**config.mk**
```make
export PLATFORM = sky130hd
export DESIGN_NAME = ppa_reg_seq
export DESIGN_NICKNAME = d
export VERILOG_FILES = /design/src/rtl/ppa_pkg.sv /design/src/rtl/ppa_step_rom.sv /design/src/rtl/ppa_byte_merge.sv /design/src/rtl/ppa_gap_timer.sv /design/src/rtl/ppa_reg_seq.sv
export SDC_FILE = /design/constraint.sdc
export NUM_CORES = 1
export LEC_CHECK = 0
export BUFFER_PORTS_ARGS = -buffer_cell sky130_fd_sc_hd__buf_2
export CORE_ASPECT_RATIO = 2
export CORE_UTILIZATION = 60
export CTS_CLUSTER_SIZE = 8
export DETAILED_ROUTE_END_ITERATION = 8
export PLACE_DENSITY = 0.86
export SKIP_CTS_REPAIR_TIMING = 1
export SYNTH_ARGS = -nofsm -noshare
export SYNTH_HDL_FRONTEND = slang
export SYNTH_SLANG_ARGS = --single-unit
```
**constraint.sdc**
```tcl
create_clock -name clk -period 7.9 [get_ports clk]
set_input_delay 0.395 -clock clk [delete_from_list [all_inputs] [get_ports clk]]
set_output_delay 0.395 -clock clk [all_outputs]
set_load 0.05 [all_outputs]
```
**src/rtl/ppa_pkg.sv**
```systemverilog
package ppa_pkg;

    localparam int unsigned STEP_W      = 4;
    localparam logic [2:0]  MODE_EPP_LO = 3'd3;
    localparam logic [2:0]  MODE_MAX    = 3'd5;
    localparam logic [7:0]  CTRL_IDLE   = 8'h04;
    localparam logic [7:0]  BAD_BYTE    = 8'hFF;

    typedef enum logic [3:0] {
        ST_DATA_ADDR,     // data lines <= scrambled address
        ST_DATA_ADDR_LO,  // data lines <= scrambled address & 0x37
        ST_DATA_ADDR_HI,  // data lines <= scrambled address | 0xF0
        ST_DATA_WR,       // data lines <= write byte
        ST_CTRL,          // control lines <= cval
        ST_SMP_A_STAT,    // first sample from status lines
        ST_SMP_B_STAT,    // second sample, status upper half
        ST_SMP_B_CTRL,    // second sample, control readback
        ST_SMP_A_DATA,    // first sample from data lines
        ST_EPP_ADDR,      // address strobe
        ST_EPP_WR,        // data strobe, write
        ST_EPP_RD,        // data strobe, read
        ST_END
    } step_kind_e;

    typedef struct packed {
        step_kind_e  kind;
        logic [7:0]  cval;
    } step_t;

    typedef enum logic [1:0] {S_IDLE, S_RUN, S_GAP, S_FIN} seq_state_e;

    typedef struct packed {
        seq_state_e          state;
        logic [STEP_W-1:0]   step_idx;
        logic [2:0]          mode;
        logic                write;
        logic [7:0]          addr;
        logic [7:0]          wdata;
        logic [7:0]          ctrl;
        logic [7:0]          data;
        logic                epp_a;
        logic                epp_d;
        logic                epp_we;
        logic [7:0]          epp_wdata;
        logic [7:0]          samp_a;
        logic [3:0]          samp_b;
        logic [7:0]          rdata;
        logic                done;
        logic                err;
    } seq_regs_t;

    function automatic logic [7:0] addr_key(input logic [2:0] mode, input logic wr);
        logic [7:0] k;
        if (wr) begin
            k = (mode >= MODE_EPP_LO) ? 8'h40 : 8'h19;
        end else begin
            case (mode)
                3'd0:    k = 8'h39;
                3'd1:    k = 8'h31;
                3'd2:    k = 8'h29;
                default: k = 8'h00;
            endcase
        end
        return k;
    endfunction

endpackage

```
**src/rtl/ppa_step_rom.sv**
```systemverilog
module ppa_step_rom
    import ppa_pkg::*;
(
    input  logic [2:0]        mode,
    input  logic              write,
    input  logic [STEP_W-1:0] idx,
    output step_t             step
);

    function automatic step_t mk(input step_kind_e k, input logic [7:0] v);
        step_t s;
        s.kind = k;
        s.cval = v;
        return s;
    endfunction

    always_comb begin
        step = mk(ST_END, 8'h00);
        if (mode >= MODE_EPP_LO) begin
            if (write) begin
                case (idx)
                    4'd0:    step = mk(ST_EPP_ADDR, 8'h00);
                    4'd1:    step = mk(ST_EPP_WR,   8'h00);
                    4'd2:    step = mk(ST_CTRL,     CTRL_IDLE);
                    default: step = mk(ST_END,      8'h00);
                endcase
            end else begin
                case (idx)
                    4'd0:    step = mk(ST_EPP_ADDR, 8'h00);
                    4'd1:    step = mk(ST_CTRL,     8'h24);
                    4'd2:    step = mk(ST_EPP_RD,   8'h00);
                    4'd3:    step = mk(ST_CTRL,     CTRL_IDLE);
                    default: step = mk(ST_END,      8'h00);
                endcase
            end
        end else if (write) begin
            case (idx)
                4'd0:    step = mk(ST_DATA_ADDR, 8'h00);
                4'd1:    step = mk(ST_CTRL,      8'h01);
                4'd2:    step = mk(ST_DATA_WR,   8'h00);
                4'd3:    step = mk(ST_CTRL,      8'h03);
                4'd4:    step = mk(ST_CTRL,      CTRL_IDLE);
                default: step = mk(ST_END,       8'h00);
            endcase
        end else begin
            case (mode)
                3'd0: begin
                    case (idx)
                        4'd0:    step = mk(ST_DATA_ADDR,  8'h00);
                        4'd1:    step = mk(ST_CTRL,       8'h01);
                        4'd2:    step = mk(ST_CTRL,       8'h03);
                        4'd3:    step = mk(ST_DATA_ADDR,  8'h00);
                        4'd4:    step = mk(ST_SMP_A_STAT, 8'h00);
                        4'd5:    step = mk(ST_CTRL,       8'h01);
                        4'd6:    step = mk(ST_SMP_B_STAT, 8'h00);
                        4'd7:    step = mk(ST_CTRL,       CTRL_IDLE);
                        default: step = mk(ST_END,        8'h00);
                    endcase
                end
                3'd1: begin
                    case (idx)
                        4'd0:    step = mk(ST_DATA_ADDR,    8'h00);
                        4'd1:    step = mk(ST_CTRL,         8'h01);
                        4'd2:    step = mk(ST_DATA_ADDR_LO, 8'h00);
                        4'd3:    step = mk(ST_CTRL,         8'h03);
                        4'd4:    step = mk(ST_CTRL,         8'h05);
                        4'd5:    step = mk(ST_DATA_ADDR_HI, 8'h00);
                        4'd6:    step = mk(ST_SMP_A_STAT,   8'h00);
                        4'd7:    step = mk(ST_SMP_B_CTRL,   8'h00);
                        4'd8:    step = mk(ST_CTRL,         CTRL_IDLE);
                        default: step = mk(ST_END,          8'h00);
                    endcase
                end
                default: begin
                    case (idx)
                        4'd0:    step = mk(ST_DATA_ADDR,  8'h00);
                        4'd1:    step = mk(ST_CTRL,       8'h01);
                        4'd2:    step = mk(ST_CTRL,       8'h21);
                        4'd3:    step = mk(ST_CTRL,       8'h23);
                        4'd4:    step = mk(ST_SMP_A_DATA, 8'h00);
                        4'd5:    step = mk(ST_CTRL,       CTRL_IDLE);
                        default: step = mk(ST_END,        8'h00);
                    endcase
                end
            endcase
        end
    end

endmodule

```
**src/rtl/ppa_byte_merge.sv**
```systemverilog
module ppa_byte_merge (
    input  logic [2:0] mode,
    input  logic [7:0] samp_a,
    input  logic [3:0] samp_b,
    output logic [7:0] byte_o
);

    always_comb begin
        case (mode)
            3'd0:    byte_o = {samp_b, samp_a[7:4]};
            3'd1:    byte_o = {samp_b[2:0], samp_a[7:3]};
            default: byte_o = samp_a;
        endcase
    end

endmodule

```
**src/rtl/ppa_gap_timer.sv**
```systemverilog
module ppa_gap_timer #(
    parameter int unsigned GAP_W = 8
) (
    input  logic             clk,
    input  logic             rst_n,
    input  logic             start,
    input  logic [GAP_W-1:0] len,
    output logic             active
);

    logic [GAP_W-1:0] cnt_d, cnt_q;

    always_comb begin
        cnt_d = cnt_q;
        if (start) begin
            cnt_d = len;
        end else if (cnt_q != '0) begin
            cnt_d = cnt_q - 1'b1;
        end
    end

    always_ff @(posedge clk or negedge rst_n) begin
        if (!rst_n) cnt_q <= '0;
        else        cnt_q <= cnt_d;
    end

    assign active = (cnt_q != '0);


    gap_count_down_chk: assert property (@(posedge clk) disable iff (!rst_n)
        (!start && active) |=> (cnt_q == $past(cnt_q) - 1'b1));

endmodule

```
**src/rtl/ppa_reg_seq.sv**
```systemverilog
module ppa_reg_seq
    import ppa_pkg::*;
#(
    parameter int unsigned GAP_W = 8
) (
    input  logic             clk,
    input  logic             rst_n,
    input  logic [GAP_W-1:0] cfg_gap,
    input  logic             req_valid,
    input  logic             req_bank,
    input  logic [6:0]       req_idx,
    input  logic             req_write,
    input  logic [7:0]       req_wdata,
    input  logic [2:0]       req_mode,
    output logic             busy,
    output logic             done,
    output logic             err,
    output logic [7:0]       rd_data,
    output logic [7:0]       pp_data_o,
    output logic             pp_data_oe,
    input  logic [7:0]       pp_data_i,
    output logic [7:0]       pp_ctrl_o,
    input  logic [2:0]       pp_ctrl_i,
    input  logic [7:0]       pp_status_i,
    output logic             epp_addr_stb,
    output logic             epp_data_stb,
    output logic             epp_we,
    output logic [7:0]       epp_wdata,
    input  logic [7:0]       epp_rdata
);

    seq_regs_t  q, d;
    step_t      cur;
    logic [7:0] merged;
    logic [7:0] scr_addr;
    logic       gap_start;
    logic       gap_active;

    ppa_step_rom u_rom (
        .mode  (q.mode),
        .write (q.write),
        .idx   (q.step_idx),
        .step  (cur)
    );

    ppa_byte_merge u_merge (
        .mode   (q.mode),
        .samp_a (q.samp_a),
        .samp_b (q.samp_b),
        .byte_o (merged)
    );

    ppa_gap_timer #(.GAP_W(GAP_W)) u_gap (
        .clk    (clk),
        .rst_n  (rst_n),
        .start  (gap_start),
        .len    (cfg_gap),
        .active (gap_active)
    );

    assign scr_addr  = q.addr ^ addr_key(q.mode, q.write);
    assign gap_start = (q.state == S_RUN) && (cur.kind != ST_END) && (cfg_gap != '0);

    always_comb begin
        d       = q;
        d.done  = 1'b0;
        d.err   = 1'b0;
        d.epp_a = 1'b0;
        d.epp_d = 1'b0;
        if (q.epp_d && !q.epp_we) begin
            d.samp_a = epp_rdata;
        end
        case (q.state)
            S_IDLE: begin
                if (req_valid) begin
                    d.mode     = req_mode;
                    d.write    = req_write;
                    d.addr     = {req_bank, req_idx};
                    d.wdata    = req_wdata;
                    d.step_idx = '0;
                    d.state    = (req_mode > MODE_MAX) ? S_FIN : S_RUN;
                end
            end
            S_RUN: begin
                d.step_idx = q.step_idx + 1'b1;
                case (cur.kind)
                    ST_DATA_ADDR:    d.data   = scr_addr;
                    ST_DATA_ADDR_LO: d.data   = scr_addr & 8'h37;
                    ST_DATA_ADDR_HI: d.data   = scr_addr | 8'hF0;
                    ST_DATA_WR:      d.data   = q.wdata;
                    ST_CTRL:         d.ctrl   = cur.cval;
                    ST_SMP_A_STAT:   d.samp_a = pp_status_i;
                    ST_SMP_A_DATA:   d.samp_a = pp_data_i;
                    ST_SMP_B_STAT:   d.samp_b = pp_status_i[7:4];
                    ST_SMP_B_CTRL:   d.samp_b = {1'b0, pp_ctrl_i};
                    ST_EPP_ADDR: begin
                        d.epp_a     = 1'b1;
                        d.epp_wdata = scr_addr;
                    end
                    ST_EPP_WR: begin
                        d.epp_d     = 1'b1;
                        d.epp_we    = 1'b1;
                        d.epp_wdata = q.wdata;
                    end
                    ST_EPP_RD: begin
                        d.epp_d  = 1'b1;
                        d.epp_we = 1'b0;
                    end
                    default: begin
                    end
                endcase
                if (cur.kind == ST_END) begin
                    d.done  = 1'b1;
                    d.rdata = merged;
                    d.state = S_IDLE;
                end else if (cfg_gap != '0) begin
                    d.state = S_GAP;
                end
            end
            S_GAP: begin
                if (!gap_active) d.state = S_RUN;
            end
            S_FIN: begin
                d.done  = 1'b1;
                d.err   = 1'b1;
                d.rdata = BAD_BYTE;
                d.state = S_IDLE;
            end
            default: d.state = S_IDLE;
        endcase
    end

    always_ff @(posedge clk or negedge rst_n) begin
        if (!rst_n) begin
            q      <= '0;
            q.ctrl <= CTRL_IDLE;
        end else begin
            q <= d;
        end
    end

    assign busy         = (q.state != S_IDLE);
    assign done         = q.done;
    assign err          = q.err;
    assign rd_data      = q.rdata;
    assign pp_data_o    = q.data;
    assign pp_data_oe   = ~q.ctrl[5];
    assign pp_ctrl_o    = q.ctrl;
    assign epp_addr_stb = q.epp_a;
    assign epp_data_stb = q.epp_d;
    assign epp_we       = q.epp_we;
    assign epp_wdata    = q.epp_wdata;


    accept_sets_busy_chk: assert property (@(posedge clk) disable iff (!rst_n)
        (!busy && req_valid) |=> busy);


    done_not_busy_chk: assert property (@(posedge clk) disable iff (!rst_n)
        done |-> !busy);


    done_single_chk: assert property (@(posedge clk) disable iff (!rst_n)
        done |=> !done);


    gap_lines_hold_chk: assert property (@(posedge clk) disable iff (!rst_n)
        (q.state == S_GAP) |=> ($stable(pp_ctrl_o) && $stable(pp_data_o)
                                && !epp_addr_stb && !epp_data_stb));


    bad_mode_quiet_chk: assert property (@(posedge clk) disable iff (!rst_n)
        (!busy && req_valid && req_mode > MODE_MAX)
            |=> ($stable(pp_ctrl_o) && $stable(pp_data_o) && !epp_addr_stb && !epp_data_stb));


    bad_mode_result_chk: assert property (@(posedge clk) disable iff (!rst_n)
        (q.state == S_FIN) |=> (done && err && rd_data == BAD_BYTE));


    data_released_chk: assert property (@(posedge clk) disable iff (!rst_n)
        (q.state == S_RUN && cur.kind == ST_SMP_A_DATA) |-> !pp_data_oe);


    strobe_excl_chk: assert property (@(posedge clk) disable iff (!rst_n)
        !(epp_addr_stb && epp_data_stb));

endmodule

```
==> flow_summary.ini <==
[worst_setup_path]
crit_type = reg2reg
cp_max_fo = 26
arrival_ns = 3.69
end_kind = flip-flop
cp-start-kind = flip-flop
critPathRequiredTime_ns = 8.11

[route]
drtIter0Drc = 222
wl_per_cell_um = 18.9
viasPerCell = 6.16
drc_errors = 0
routed_wl_um = 12300
drt_first_pass_iters = 4
ant_nets = 0
num_vias = 3994

[floorplanning]
chipWidth_um = 66.3
dieArea_sq_mm = 0.00865
start_util_pct = 62.4
die_h_um = 131
num_rows = 46
core-area_sq_mm = 0.00794
io-pin-count = 97

[status]
status = finished, final reports clean

[timing]
tns_ns = 0
max_slew_margin_pct = 28.4
finalHoldWorstSlack_ns = 0.194
finalSetupViolCount = 0
rsz0062_at_grt = false
tightestPinTransition_ns = 1.07
period_share_pct = 44.0
maxSlewViolCount = 0
fmax_mhz = 288
period_needed_ns = 3.48
skew_ns = 0.00519
finalHoldViolCount = 0
setup_slack_ns = 4.42

[job]
cap_violations = 0

[clock_network]
root_buffer = clkbuf_16
clock_path_buffers = 2
clkTransAtPathRegs_ns = 0.06
cts_tree = yes
cts_buffers = 9
clk_latency_ns = 0.34
cts.sinks = 79
cts_max_level = 3

[final_layout]
layout_commonest_cell = buf_2
final_cell_mix = buf_2 (91), dfrtp_1 (78), nor2_1 (40)
nNetsFinal = 612
finish.utilization_pct = 68.7
n_antenna_cell = 0
layout-drive-gt1-share_pct = 30.1
area_growth_pct = 10.1
n_fill_cell = 599

[placed_design]
gp_congestion = 0.893
place_hpwl_um = 9100
place.port_buffers = 92
pre_cts_slack_ns = 4.47

[grt]
grt_pass1_wl_um = 19400
grt_max_degree = 80
grt.total_usage_pct = 30.2
grt_pass1_vias = 4045
grt_antenna_before_repair = 0
overflow = 0

[pwr]
p_leak_nw = 2.44
finalPower_w = 0.00275
power.density_mw_per_mm2 = 503
vdd_ir_drop_max_mv = 0.299

[logic_synthesis]
synth_top_cell_by_area = dfrtp_1
synth-edff-count = 0
synth_top_area_share_pct = 39.4
synth_area_leaders = dfrtp_1 (39%), buf_4 (5.6%), mux2_2 (5.2%)
yosys_register_bits = 79
netlist_area_sq_mm = 0.00496
synthCells = 505
ys_seq_area_share_pct = 39.9
yosysWarnings = 0
synth_ff_type = dfrtp_1
synth_area_per_cell_sq_um = 9.82
synthDistinctLibCells = 68
synthArstFlopShare_pct = 100

[min_path]
hp-class = in2async
-- critical path: stages (launching register included) --
cell      delay [ns]
dfrtp_1         1.05
a21oi_1         0.43
nor4_1          0.54
a211o_1         0.43
nor4_2          0.07
buf_4           0.20
nand3b_4        0.24
mux2_1          0.39
-- logic make-up (layout without fill, tap and decap cells) --
| kind of cell | after synthesis | count (layout) | share of synthesized area, % |
|---|---|---|---|
| simple gates | 140 | 140 | 15.5 |
| compound gates | 125 | 125 | 17.8 |
| buf+inv | 87 | 131 | 10.4 |
| flops | 79 | 79 | 39.9 |
| mux | 58 | 58 | 13.2 |
| xor+xnor | 8 | 8 | 1.41 |
| fa+ha+maj | 7 | 7 | 1.77 |
| other cells | 1 | 4 | 0.0756 |
-- report_power, final --
part / switching, W / internal, W
clock: 0.000159 / 0.000285
sequential: 0.000207 / 0.000585
combinational: 0.000989 / 0.000521
-- sequential cells by signal, indices dropped and copies added, names as in the netlist --
signal        flops
done              1
epp_addr_stb      1
epp_data_stb      1
epp_wdata         8
epp_we            1
err               1
pp_ctrl_o         4
pp_data_o         8
q                38
rd_data           8
u_gap.cnt_q       8
-- routing by layer --
metal / wire length, um / global-route usage [%] / vias to the layer above
met1: 4510 / 31.5 / 1937
met4: 613 / 20.5 / 0
met3: 427 / 4.86 / 48
li1: - / - / 1856
met5: 0 / 0 / -
met2: 6710 / 53.8 / 153
-- worst paths after layout --
path                         startpoint        endpoint  slack (ns)  cells after the start
max                               q[66]  u_gap.cnt_q[4]        4.42                      7
min                               rst_n  u_gap.cnt_q[3]        0.19                      1
max reg2reg                       q[66]  u_gap.cnt_q[4]        4.42                      7
min reg2reg                pp_data_o[0]    pp_data_o[0]        0.48                      1
max in group asynchronous         rst_n           q[72]        7.03                      1
min in group clk               req_bank           q[64]        0.26                      3
-- area by class of cell --
class	instances	area, sq um	area share, %
clock buffer	11	243	4.45
clock inverter	5	81.3	1.49
inverter	21	78.8	1.44
timing repair buffer	94	478	8.76
tap	96	120	2.20
multi-input combinational	342	2480	45.4
sequential	79	1980	36.2
-- cell usage after synthesis, types with 2 or more instances --
cell	number
mux2_1	8
mux2_4	7
nand2_1	25
and2_1	3
inv_1	21
and4_1	3
ha_1	7
buf_2	9
a221oi_1	2
or2_2	2
nand3_1	7
o31ai_1	2
nor4_1	4
nand2_2	2
clkbuf_1	14
nor2_1	41
nand4_1	2
xnor2_1	7
dfrtp_1	78
nand2b_1	6
buf_6	5
a21o_1	3
a32oi_1	6
a21oi_1	28
mux2i_1	20
or3_1	4
nor3_1	21
a2111oi_0	2
a211oi_1	11
a31oi_1	9
nand3b_1	2
buf_4	37
o21ai_0	30
a221o_1	6
mux2_2	23
nand3_4	3
nor2_2	5
o22ai_1	10
-- through the flow --
step                std cells  area (sq um)
global placement          632          5130
CTS                       648          5460
floorplan                 508          4970
global route              648          5460
finish                    648          5460
detailed placement        632          5130
No activity file was read; power rests on OpenSTA's default activity.
